`config.mk`:
```
export PLATFORM = sky130hd
export DESIGN_NAME = peci_host_regs
export DESIGN_NICKNAME = d
export VERILOG_FILES = /design/src/rtl/peci_hr_pkg.sv /design/src/rtl/peci_hr_cfg.sv /design/src/rtl/peci_hr_buf.sv /design/src/rtl/peci_hr_seq.sv /design/src/rtl/peci_host_regs.sv
export SDC_FILE = /design/constraint.sdc
export NUM_CORES = 1
export LEC_CHECK = 0
export ABC_AREA = 0
export BUFFER_PORTS_ARGS = -buffer_cell sky130_fd_sc_hd__buf_2
export CAP_MARGIN = 30
export CORE_MARGIN = 2
export CORE_UTILIZATION = 62
export DETAILED_ROUTE_END_ITERATION = 8
export GPL_TIMING_DRIVEN = 0
export PLACE_DENSITY = 0.81
export SLEW_MARGIN = 15
export SYNTH_ARGS = -nofsm -noshare
export SYNTH_HDL_FRONTEND = slang
export SYNTH_HIERARCHICAL = 1
export SYNTH_SLANG_ARGS = --single-unit
```
`constraint.sdc`:
```
create_clock -name clk -period 3.5 [get_ports clk]
set_input_delay 0.175 -clock clk [delete_from_list [all_inputs] [get_ports clk]]
set_output_delay 0.175 -clock clk [all_outputs]
set_load 0.005 [all_outputs]
```
`src/rtl/peci_hr_pkg.sv`:
```
package peci_hr_pkg;

    localparam int ADDR_W    = 8;
    localparam int DATA_W    = 32;
    localparam int LEN_W     = 8;
    localparam int NCAUSE    = 5;
    localparam int NERR      = NCAUSE - 1;
    localparam int BUF_BYTES = 32;
    localparam int BUF_WORDS = BUF_BYTES / 4;
    localparam int BIDX_W    = $clog2(BUF_BYTES);
    localparam int WIDX_W    = $clog2(BUF_WORDS);
    localparam int STATE_W   = 4;

    localparam logic [3:0] SAMPLE_RST = 4'd8;

    localparam logic [ADDR_W-1:0] OFS_CTRL = 8'h00;
    localparam logic [ADDR_W-1:0] OFS_CMD  = 8'h08;
    localparam logic [ADDR_W-1:0] OFS_LEN  = 8'h0C;
    localparam logic [ADDR_W-1:0] OFS_IEN  = 8'h18;
    localparam logic [ADDR_W-1:0] OFS_ISTS = 8'h1C;

    typedef enum logic [STATE_W-1:0] {
        SQ_IDLE   = 4'd0,
        SQ_LAUNCH = 4'd1,
        SQ_WAIT   = 4'd2
    } seq_state_e;

    typedef enum logic [2:0] {
        RS_NONE, RS_CTRL, RS_CMD, RS_LEN, RS_IEN, RS_ISTS, RS_WBUF, RS_RBUF
    } reg_sel_e;

    typedef struct packed {
        logic [3:0] sample;
        logic [2:0] div_exp;
        logic       dev_en;
        logic       clk_en;
    } ctrl_t;

    function automatic reg_sel_e decode(input logic [ADDR_W-1:0] a);
        reg_sel_e r;
        r = RS_NONE;
        if (a[1:0] == 2'b00) begin
            case (a)
                OFS_CTRL: r = RS_CTRL;
                OFS_CMD:  r = RS_CMD;
                OFS_LEN:  r = RS_LEN;
                OFS_IEN:  r = RS_IEN;
                OFS_ISTS: r = RS_ISTS;
                default: begin
                    case (a[7:4])
                        4'h2, 4'h4: r = RS_WBUF;
                        4'h3, 4'h5: r = RS_RBUF;
                        default:    r = RS_NONE;
                    endcase
                end
            endcase
        end
        return r;
    endfunction

    // Buffer word index: the upper half lives in the 0x4x/0x5x window.
    function automatic logic [WIDX_W-1:0] word_index(input logic [ADDR_W-1:0] a);
        return {a[6], a[3:2]};
    endfunction

    function automatic logic [LEN_W-1:0] clamp_len(input logic [LEN_W-1:0] l);
        return (int'(l) > BUF_BYTES) ? LEN_W'(BUF_BYTES) : l;
    endfunction

endpackage

```
`src/rtl/peci_hr_cfg.sv`:
```
module peci_hr_cfg
    import peci_hr_pkg::*;
(
    input  logic              clk,
    input  logic              rst,
    input  logic              wr_en,
    input  reg_sel_e          wsel,
    input  logic [DATA_W-1:0] wdata,
    input  logic              set_vld,
    input  logic [NCAUSE-1:0] set_causes,
    output ctrl_t             ctrl,
    output logic [23:0]       len_q,
    output logic [NCAUSE-1:0] ien,
    output logic [1:0]        nego_sel,
    output logic [NCAUSE-1:0] sts,
    output logic              irq
);

    logic [NCAUSE-1:0] clr_mask;
    logic [NCAUSE-1:0] set_mask;

    always_ff @(posedge clk) begin
        if (rst) begin
            ctrl        <= '0;
            ctrl.sample <= SAMPLE_RST;
            len_q       <= '0;
            ien         <= '0;
            nego_sel    <= '0;
        end else if (wr_en) begin
            case (wsel)
                RS_CTRL: begin
                    ctrl.clk_en  <= wdata[0];
                    ctrl.dev_en  <= wdata[4];
                    ctrl.div_exp <= wdata[10:8];
                    ctrl.sample  <= wdata[19:16];
                end
                RS_LEN: len_q <= wdata[23:0];
                RS_IEN: begin
                    ien      <= wdata[NCAUSE-1:0];
                    nego_sel <= wdata[31:30];
                end
                default: ;
            endcase
        end
    end

    always_comb begin
        clr_mask = (wr_en && wsel == RS_ISTS) ? wdata[NCAUSE-1:0] : '0;
        set_mask = set_vld ? set_causes : '0;
    end

    // New causes take priority over a simultaneous clear.
    always_ff @(posedge clk) begin
        if (rst) sts <= '0;
        else     sts <= (sts & ~clr_mask) | set_mask;
    end

    assign irq = |(sts & ien);


    w1c_clear_chk: assert property (@(posedge clk) disable iff (rst)
        (wr_en && wsel == RS_ISTS && !set_vld) |=> ((sts & $past(wdata[NCAUSE-1:0])) == '0));


    w1c_keep_chk: assert property (@(posedge clk) disable iff (rst)
        (!(wr_en && wsel == RS_ISTS)) |=> ((sts & $past(sts)) == $past(sts)));

endmodule

```
`src/rtl/peci_hr_buf.sv`:
```
module peci_hr_buf
    import peci_hr_pkg::*;
(
    input  logic              clk,
    input  logic              rst,
    input  logic              wbuf_we,
    input  logic [WIDX_W-1:0] bus_widx,
    input  logic [DATA_W-1:0] wdata,
    input  logic [WIDX_W-1:0] bus_ridx,
    output logic [DATA_W-1:0] wbuf_word,
    output logic [DATA_W-1:0] rbuf_word,
    input  logic [BIDX_W-1:0] eng_wr_idx,
    output logic [7:0]        eng_wr_byte,
    input  logic              eng_rd_we,
    input  logic [BIDX_W-1:0] eng_rd_idx,
    input  logic [7:0]        eng_rd_byte
);

    logic [DATA_W-1:0] wmem   [BUF_WORDS];
    logic [7:0]        rbytes [BUF_BYTES];
    logic [DATA_W-1:0] rwords [BUF_WORDS];

    always_ff @(posedge clk) begin
        if (rst) begin
            for (int i = 0; i < BUF_WORDS; i++) wmem[i] <= '0;
        end else if (wbuf_we) begin
            wmem[bus_widx] <= wdata;
        end
    end

    always_ff @(posedge clk) begin
        if (rst) begin
            for (int i = 0; i < BUF_BYTES; i++) rbytes[i] <= '0;
        end else if (eng_rd_we) begin
            rbytes[eng_rd_idx] <= eng_rd_byte;
        end
    end

    for (genvar w = 0; w < BUF_WORDS; w++) begin : g_rword
        for (genvar b = 0; b < 4; b++) begin : g_rbyte
            assign rwords[w][8*b +: 8] = rbytes[4*w + b];
        end
    end

    assign wbuf_word   = wmem[bus_widx];
    assign rbuf_word   = rwords[bus_ridx];
    assign eng_wr_byte = wmem[eng_wr_idx[BIDX_W-1:2]][8*eng_wr_idx[1:0] +: 8];


    rd_byte_store_chk: assert property (@(posedge clk) disable iff (rst)
        eng_rd_we |=> (rbytes[$past(eng_rd_idx)] == $past(eng_rd_byte)));

endmodule

```
`src/rtl/peci_hr_seq.sv`:
```
module peci_hr_seq
    import peci_hr_pkg::*;
(
    input  logic              clk,
    input  logic              rst,
    input  logic              cmd_wr,
    input  logic              cmd_fire,
    input  logic              eng_done,
    input  logic [NERR-1:0]   eng_err,
    output seq_state_e        state,
    output logic              fire_q,
    output logic              eng_start,
    output logic              done_vld,
    output logic [NCAUSE-1:0] done_causes
);

    always_ff @(posedge clk) begin
        if (rst) begin
            state <= SQ_IDLE;
        end else begin
            case (state)
                SQ_IDLE:   if (cmd_wr && cmd_fire) state <= SQ_LAUNCH;
                SQ_LAUNCH: state <= SQ_WAIT;
                SQ_WAIT:   if (eng_done) state <= SQ_IDLE;
                default:   state <= SQ_IDLE;
            endcase
        end
    end

    always_ff @(posedge clk) begin
        if (rst) begin
            fire_q <= 1'b0;
        end else if (cmd_wr) begin
            if (!cmd_fire)              fire_q <= 1'b0;
            else if (state == SQ_IDLE)  fire_q <= 1'b1;
        end
    end

    assign eng_start   = (state == SQ_LAUNCH);
    assign done_vld    = (state == SQ_WAIT) && eng_done;
    assign done_causes = {eng_err, 1'b1};


    start_pulse_chk: assert property (@(posedge clk) disable iff (rst)
        eng_start |=> !eng_start);


    busy_fire_chk: assert property (@(posedge clk) disable iff (rst)
        (cmd_wr && cmd_fire && state != SQ_IDLE) |=> !eng_start);


    zero_write_keeps_chk: assert property (@(posedge clk) disable iff (rst)
        (cmd_wr && !cmd_fire && state == SQ_WAIT && !eng_done) |=> (state == SQ_WAIT));

endmodule

```
`src/rtl/peci_host_regs.sv`:
```
module peci_host_regs
    import peci_hr_pkg::*;
(
    input  logic        clk,
    input  logic        rst,
    input  logic        bus_sel,
    input  logic        bus_we,
    input  logic [7:0]  bus_addr,
    input  logic [31:0] bus_wdata,
    output logic [31:0] bus_rdata,
    output logic        irq,
    output logic        eng_clk_en,
    output logic        eng_en,
    output logic [2:0]  eng_div_exp,
    output logic [3:0]  eng_sample,
    output logic [1:0]  eng_nego_sel,
    output logic        eng_start,
    output logic [7:0]  eng_tgt,
    output logic [7:0]  eng_wlen,
    output logic [7:0]  eng_rlen,
    input  logic [4:0]  eng_wr_idx,
    output logic [7:0]  eng_wr_byte,
    input  logic        eng_rd_we,
    input  logic [4:0]  eng_rd_idx,
    input  logic [7:0]  eng_rd_byte,
    input  logic        eng_done,
    input  logic [3:0]  eng_err,
    input  logic        eng_pin_mon
);

    reg_sel_e          sel;
    logic              wr_en;
    ctrl_t             ctrl;
    logic [23:0]       len_q;
    logic [NCAUSE-1:0] ien;
    logic [1:0]        nego_sel;
    logic [NCAUSE-1:0] sts;
    seq_state_e        state;
    logic              fire_q;
    logic              done_vld;
    logic [NCAUSE-1:0] done_causes;
    logic [DATA_W-1:0] wbuf_word;
    logic [DATA_W-1:0] rbuf_word;
    logic [WIDX_W-1:0] widx;

    assign sel   = decode(bus_addr);
    assign wr_en = bus_sel && bus_we;
    assign widx  = word_index(bus_addr);

    peci_hr_cfg u_cfg (
        .clk        (clk),
        .rst        (rst),
        .wr_en      (wr_en),
        .wsel       (sel),
        .wdata      (bus_wdata),
        .set_vld    (done_vld),
        .set_causes (done_causes),
        .ctrl       (ctrl),
        .len_q      (len_q),
        .ien        (ien),
        .nego_sel   (nego_sel),
        .sts        (sts),
        .irq        (irq)
    );

    peci_hr_seq u_seq (
        .clk         (clk),
        .rst         (rst),
        .cmd_wr      (wr_en && sel == RS_CMD),
        .cmd_fire    (bus_wdata[0]),
        .eng_done    (eng_done),
        .eng_err     (eng_err),
        .state       (state),
        .fire_q      (fire_q),
        .eng_start   (eng_start),
        .done_vld    (done_vld),
        .done_causes (done_causes)
    );

    peci_hr_buf u_buf (
        .clk         (clk),
        .rst         (rst),
        .wbuf_we     (wr_en && sel == RS_WBUF),
        .bus_widx    (widx),
        .wdata       (bus_wdata),
        .bus_ridx    (widx),
        .wbuf_word   (wbuf_word),
        .rbuf_word   (rbuf_word),
        .eng_wr_idx  (eng_wr_idx),
        .eng_wr_byte (eng_wr_byte),
        .eng_rd_we   (eng_rd_we),
        .eng_rd_idx  (eng_rd_idx),
        .eng_rd_byte (eng_rd_byte)
    );

    always_comb begin
        case (sel)
            RS_CTRL: bus_rdata = {12'b0, ctrl.sample, 5'b0, ctrl.div_exp,
                                  3'b0, ctrl.dev_en, 3'b0, ctrl.clk_en};
            RS_CMD:  bus_rdata = {eng_pin_mon, 3'b0, state, 23'b0, fire_q};
            RS_LEN:  bus_rdata = {8'b0, len_q};
            RS_IEN:  bus_rdata = {nego_sel, 25'b0, ien};
            RS_ISTS: bus_rdata = {27'b0, sts};
            RS_WBUF: bus_rdata = wbuf_word;
            RS_RBUF: bus_rdata = rbuf_word;
            default: bus_rdata = '0;
        endcase
    end

    assign eng_clk_en   = ctrl.clk_en;
    assign eng_en       = ctrl.dev_en;
    assign eng_div_exp  = ctrl.div_exp;
    assign eng_sample   = ctrl.sample;
    assign eng_nego_sel = nego_sel;
    assign eng_tgt      = len_q[7:0];
    assign eng_wlen     = clamp_len(len_q[15:8]);
    assign eng_rlen     = clamp_len(len_q[23:16]);


    done_sets_status_chk: assert property (@(posedge clk) disable iff (rst)
        done_vld |=> (sts[0] && ((sts[NCAUSE-1:1] & $past(eng_err)) == $past(eng_err))));


    len_limit_chk: assert property (@(posedge clk) disable iff (rst)
        eng_start |-> (int'(eng_wlen) <= BUF_BYTES && int'(eng_rlen) <= BUF_BYTES));


    irq_source_chk: assert property (@(posedge clk) disable iff (rst)
        $rose(irq) |-> ((sts & ien) != '0));

endmodule

```
==> results of run 1 <==
==> cells by family (layout without fill, tap and decap cells) <==
| group | after synthesis | count (layout) | share of synthesized area (%) |
|---|---|---|---|
| compound gates | 137 | 137 | 3.67 |
| xor+xnor | 1 | 1 | 0.0308 |
| buf+inv | 163 | 462 | 2.68 |
| flops | 560 | 560 | 57.5 |
| mux | 317 | 317 | 19.0 |
| other cells | 3 | 11 | 0.0397 |
| simple gates | 812 | 812 | 17.0 |
==> area by class of cell <==
class | instances | area (um2) | share of cell area [%]
clock buffers | 68 | 1570 | 4.83
flip-flops and latches | 560 | 16300 | 50.3
diodes | 4 | 10.0 | 0.0308
clock inverters | 38 | 359 | 1.10
multi-input cells | 1274 | 11300 | 34.8
well taps | 600 | 751 | 2.31
plain buffers | 155 | 746 | 2.29
repair buffers | 193 | 1380 | 4.25
inverters | 8 | 30.0 | 0.0924
==> layer usage <==
metal / part of all wire [%] / track usage, % / vias to the layer above / wire length, um
li1: - / - / 7955 / -
met1: 33 / 46.8 / 9573 / 29600
met2: 47 / 60.1 / 1548 / 41600
met3: 13 / 9.37 / 360 / 11100
met4: 6.8 / 22.2 / 6 / 6000
met5: 0.037 / 0 / - / 33
==> power groups by stage <==
stage	combinational (uW)	sequential [uW]	clock [uW]
2_1_floorplan	927	7810	0
3_3_place_gp	1480	7850	0
3_5_place_dp	1530	7880	0
4_1_cts	1580	7740	6320
5_1_grt	1670	7770	6590
6_report	1640	7750	6300
==> path summary, 6_finish.rpt <==
kind                                 startpoint               to  slack (ns)  cells past startpoint
worst max-delay path                bus_addr[6]    bus_rdata[19]       -0.07                     10
worst min-delay path                     bus_we   u_seq/state[0]        0.22                      5
worst max register to register   u_seq/state[1]     u_cfg/sts[2]        1.24                      5
worst min register to register  u_cfg/len_q[23]  u_cfg/len_q[23]        0.50                      2
==> per-stage QoR <==
stage	utilization (%)	worst slack, ns	power, uW	area (um2)
after floorplan	-	0.757	8740	28400
after global placement	65.8	-0.494	9330	29800
after detailed placement	66.2	-0.418	9410	30000
after CTS	71.6	0.0481	15600	32400
after global routing	71.8	0.0403	16000	32500
final	71.8	-0.0739	15700	32500
==> state kept, by name (all words and copies together) (netlist names) <==
name / flops
u_buf/rbytes: 256
u_buf/wmem: 256
u_cfg/ctrl: 9
u_cfg/ien: 5
u_cfg/len_q: 24
u_cfg/nego_sel: 2
u_cfg/sts: 5
u_seq/fire_q: 1
u_seq/state: 2
==> cells in the final DEF (no fill, tap or decap), types with 7 or more instances in the layout <==
master and n:
and2_1 524, edfxtp_1 512, mux4_2 172, buf_2 154
clkbuf_1 91, mux2i_1 78, nand2_1 75, nand2b_1 68
mux2_2 67, clkbuf_16 59, nor2_1 58, dlygate4sd3_1 51
dfxtp_1 48, or2_2 39, a221oi_1 25, a22oi_1 21
o22ai_1 18, clkinv_2 18, buf_4 17, a21oi_1 15
o21ai_0 14, buf_1 14, o21ai_2 10, a222oi_1 9
inv_1 8, nor3_1 7, o2bb2ai_1 7, conb_1 7
clkbuf_2 7, buf_12 7
==> critical path, stage by stage <==
cell,delay (ns)
buf_2,0.21
clkbuf_1,0.41
clkbuf_1,0.54
buf_6,0.25
clkbuf_1,0.55
a221oi_1,0.10
o22ai_1,0.42
mux2i_1,0.15
o22ai_1,0.37
buf_2,0.20
==> what timing repair did <==
item | 4_1_cts | 5_1_grt
setup endpoints to repair | 4 | 26
hold buffers | 51 | 0
resized for setup | 2 | 14
endpoints found under the hold margin | 283 | 0
==> results.json, run 1 <==
{
  "run_status": "complete, but fails checks",
  "violations": "negative setup slack",
  "dp_hpwl_um": 62400,
  "critical_path_peak_fanout": 10,
  "yosys.area.top_type": "edfxtp_1",
  "netlist_area_um2": 28400,
  "antenna_violations_before_repair": 6,
  "final.setup.tns_ns": -0.0849,
  "switchingPower_uw": 3760,
  "iteration_0_drc_count_of_the_detailed_router": 2896,
  "clock_power_share_pct": 40.2,
  "synthTopCellsByCount": "and2_1, edfxtp_1, mux4_2",
  "cp.arrival_ns": 3.40,
  "timing.final.hold_violations": 0,
  "hold-worst-slack_ns": 0.216,
  "pin_count": 146,
  "critical_path_required_ns": 3.32,
  "setup.worst_path.class": "in -> out",
  "cts_sinks": 560,
  "postSynthRegisterBits": 560,
  "max_cap_viol_count": 0,
  "insertion_delay_ns": 0.62,
  "detail-route-antenna-nets": 0,
  "max_slew_margin_pct": 27.3,
  "fp.dieW_um": 218,
  "vias_in_the_first_global_route": 19300,
  "clock_tree_from_tritoncts": "done",
  "weighted_congestion_reported_at_the_end_of_routability_driven_placement": 0.997,
  "post-route-period-util_pct": 102,
  "cts_htree_levels": 2,
  "setup.worst_path.end_class": "output port",
  "place_inst": 2735,
  "final-max-slew-violation-count": 0,
  "gr-usage-all-layers_pct": 37.6,
  "grt_setup_unrepaired": "no",
  "postSynth.topFlopCell": "edfxtp_1",
  "cellInternalPower_uw": 11900,
  "port-buffer-count": 130,
  "die_height_um": 218,
  "synth.yosys.seq_area_share_pct": 57.5,
  "synth.area.top_cells": "edfxtp_1, mux4_2, and2_1, dfxtp_1, mux2i_1",
  "design.core.area_um2": 45300,
  "combinational_share_of_power_pct": 10.4,
  "fin_skew_ns": 0.00417,
  "ys_types": 56,
  "vdd_ir_drop_max_uv": 506,
  "route.detailed.drc": 0,
  "cellLeakagePower_uw": 0.0117,
  "startpoint_class_of_the_critical_path": "input pin",
  "report.final.setup_viol": 3,
  "power.share.switching_pct": 24.0,
  "clock.fmax_mhz": 280,
  "area_growth_syn_to_layout_pct": 14.5,
  "final_cell_count_no_fill": 2900,
  "tightestPinTransition_ns": 1.09,
  "layout_setup_ws_ns": -0.0739,
  "timing.hold.worst.class": "in -> reg",
  "async_flop_share_pct": 0,
  "clock_path_buffers": 3,
  "cts_post_setup_buffers_inserted": 0,
  "cts.reportedPaths.clkPinSlew_ns": 0.06,
  "filler_cell_count": 2945,
  "detail_route.vias_per_cell": 6.70,
  "initial_cell_density_of_the_core_pct": 62.7,
  "number_of_enable_flip_flop_cells_after_synthesis": 512,
  "vias": 19400,
  "synth.avg_cell_area_um2": 14.2,
  "final_nets": 2318,
  "grt_max_degree": 24,
  "grt-ovfl-total": 0,
  "iteration_count_of_the_initial_detailed_routing_pass": 8,
  "post-synth-top-count-cell": "and2_1",
  "cts.root.buffer_cell": "clkbuf_16",
  "drt_wl_total_um": 88400,
  "drive_gt1_share_pct": 26.0,
  "floorplan.rows": 78,
  "synth.yosys.warnings": 6,
  "cts_inserted_buffers": 57,
  "power.share.sequential_pct": 49.4,
  "grt_pass1_wl_um": 127000,
  "powerDensity_nw_per_um2": 482,
  "detail_route.wl_per_cell_um": 30.5,
  "dieArea_um2": 47500,
  "min_period_ns": 3.57,
  "synth_largest_type_area_fraction_pct": 54.1,
  "syn-instance-count": 1993
}
Power figures use the tool's default switching activity.
==> run 2, diff against run 1 <==
--- a/config.mk
+++ b/config.mk
@@ -11,7 +11,6 @@
 export CORE_MARGIN = 2
 export CORE_UTILIZATION = 62
 export DETAILED_ROUTE_END_ITERATION = 8
-export GPL_TIMING_DRIVEN = 0
 export PLACE_DENSITY = 0.81
 export SLEW_MARGIN = 15
 export SYNTH_ARGS = -nofsm -noshare
==> results.json, run 2 (synthesized netlist as in run 1, its figures left out) <==
{
  "setup.worst_path.class": "in -> out",
  "wirelength_met1_um": 28200,
  "dp_hpwl_um": 50900,
  "final_nets": 2207,
  "critical_path_peak_fanout": 48,
  "powerDensity_nw_per_um2": 482,
  "tightestPinTransition_ns": 0.824,
  "clock.fmax_mhz": 353,
  "timing.final.hold_violations": 0,
  "startpoint_class_of_the_critical_path": "input pin",
  "insertion_delay_ns": 0.62,
  "vias": 18300,
  "cts_post_setup_buffers_inserted": 0,
  "cts_htree_levels": 2,
  "count_of_hold_buffers_inserted_by_post_cts_repair": 41,
  "vdd_ir_drop_max_uv": 467,
  "drt_wl_total_um": 76800,
  "report.final.setup_viol": 0,
  "cts.root.buffer_cell": "clkbuf_16",
  "iteration_count_of_the_initial_detailed_routing_pass": 6,
  "run_status": "finished clean",
  "cts.reportedPaths.clkPinSlew_ns": 0.06,
  "grt_pass1_wl_um": 115000,
  "mostFrequentLayoutCells": "and2_1, edfxtp_1, mux4_2",
  "final-max-slew-violation-count": 0,
  "grt_max_degree": 82,
  "min_period_ns": 2.83,
  "detail-route-antenna-nets": 0,
  "iteration_0_drc_count_of_the_detailed_router": 2422,
  "placedInstanceArea_um2": 29700,
  "weighted_congestion_reported_at_the_end_of_routability_driven_placement": 0.893,
  "fin_skew_ns": 0.00269,
  "vias_in_the_first_global_route": 18400,
  "detail_route.wl_per_cell_um": 27.6,
  "cellLeakagePower_uw": 0.0115,
  "top_regs": "u_buf/rbytes: 256 flops, u_buf/wmem: 256 flops, u_cfg/len_q: 24 flops",
  "ff2ff_setup_slack_ns": 1.62,
  "design.core.area_um2": 45300,
  "cts_resized": 0,
  "detailroute.wirelength.met2_um": 36900,
  "antenna_violations_before_repair": 2,
  "routed.top_layer": "met4",
  "port-buffer-count": 141,
  "pin_count": 146,
  "die_height_um": 218,
  "final_cell_area_um2": 32000,
  "reg2reg_from": "u_seq/state[1]",
  "setup.worst_path.end_class": "output port",
  "worst_hold_path_endpoint": "u_seq/state[0]",
  "final.setup.tns_ns": 0,
  "gr-usage-all-layers_pct": 33.0,
  "final_cell_count_no_fill": 2786,
  "cts_sinks": 560,
  "critical_path_required_ns": 3.32,
  "max_cap_viol_count": 0,
  "min-delay-start": "rst",
  "drive_gt1_share_pct": 27.2,
  "detail_route.vias_per_cell": 6.57,
  "clock_tree_from_tritoncts": "done",
  "wl_met3_um": 8440,
  "max_slew_margin_pct": 44.8,
  "floorplan.rows": 78,
  "area_growth_syn_to_layout_pct": 12.6,
  "min_delay_path_depth": 2,
  "dieArea_um2": 47500,
  "clock_path_buffers": 3,
  "cts_inserted_buffers": 57,
  "grt_setup_unrepaired": "no",
  "reg2regPathDepth": 4,
  "timing.hold.worst.class": "in -> reg",
  "reg2reg_to": "u_cfg/sts[4]",
  "grt-ovfl-total": 0,
  "filler_cell_count": 2949,
  "cp.arrival_ns": 2.65,
  "fp.dieW_um": 218,
  "layout.cells.most_common": "and2_1",
  "route.detailed.drc": 0,
  "initial_cell_density_of_the_core_pct": 62.7,
  "post-route-period-util_pct": 80.8,
  "place_inst": 2637
}
==> run 2: cell types whose count changed in the layout (fill, tap and decap cells not counted), sizes merged <==
cell / before / now
inv: 9 / 11
dlygate4sd3: 51 / 41
diode: 4 / 2
bufinv: 6 / 8
buf: 201 / 196
clkbuf: 163 / 61
clkdlybuf4s15: 1 / 0
clkinv: 26 / 28
==> run 2: metrics by stage <==
| stage | hold WS [ns] | worst slack, ns | util [%] | total power (uW) |
|---|---|---|---|---|
| after CTS | 0.164 | 0.712 | 70.6 | 15500 |
| final | 0.211 | 0.671 | 70.6 | 15400 |
| after global placement | 0.465 | 0.790 | 65.5 | 9270 |
| after global routing | 0.215 | 0.567 | 70.6 | 15800 |
| after detailed placement | 0.472 | 0.761 | 65.6 | 9320 |
| after floorplan | 0.241 | 0.757 | - | 8740 |
==> run 2: how the worst max path moves through the flow <==
stage                     start          endpoint  slack, ns
finish              bus_addr[3]      bus_rdata[0]       0.67
global route        bus_addr[3]      bus_rdata[0]       0.57
CTS                 bus_addr[3]      bus_rdata[0]       0.71
detailed placement  bus_addr[3]      bus_rdata[0]       0.76
global placement    bus_addr[3]      bus_rdata[0]       0.79
floorplan           bus_addr[7]  u_buf/wmem[0][0]       0.76
==> run 2: final cells by class <==
cell class	instances	area (um2)	area share, %
inverter	8	30.0	0.0939
clock buffer	61	1440	4.51
multi-input combinational	1274	11300	35.5
antenna	2	5.00	0.0156
timing repair buffer	237	1640	5.14
tap	600	751	2.35
clock inverter	44	443	1.38
sequential	560	16300	51.1
==> run 2: where the power goes <==
part           internal, uW  leakage, uW  switching, uW
clock network          3570     0.000919           2610
registers              7600      0.00525            144
logic                   660      0.00536            845
==> run 2: critical path, cell delays in order <==
cell and delay (ns):
buf_6 0.40, buf_4 0.54, nor2b_1 0.26, a22oi_1 0.09
and3_1 0.20, a21oi_1 0.30, mux2i_1 0.12, o32a_1 0.21
o21ai_0 0.12, buf_2 0.16
==> run 2: layer usage <==
| metal | global-route usage (%) | vias to the layer above |
|---|---|---|
| li1 | - | 7736 |
| met1 | 44.3 | 9187 |
| met2 | 53.1 | 1181 |
| met3 | 6.35 | 201 |
| met4 | 14.6 | 0 |
| met5 | 0 | - |
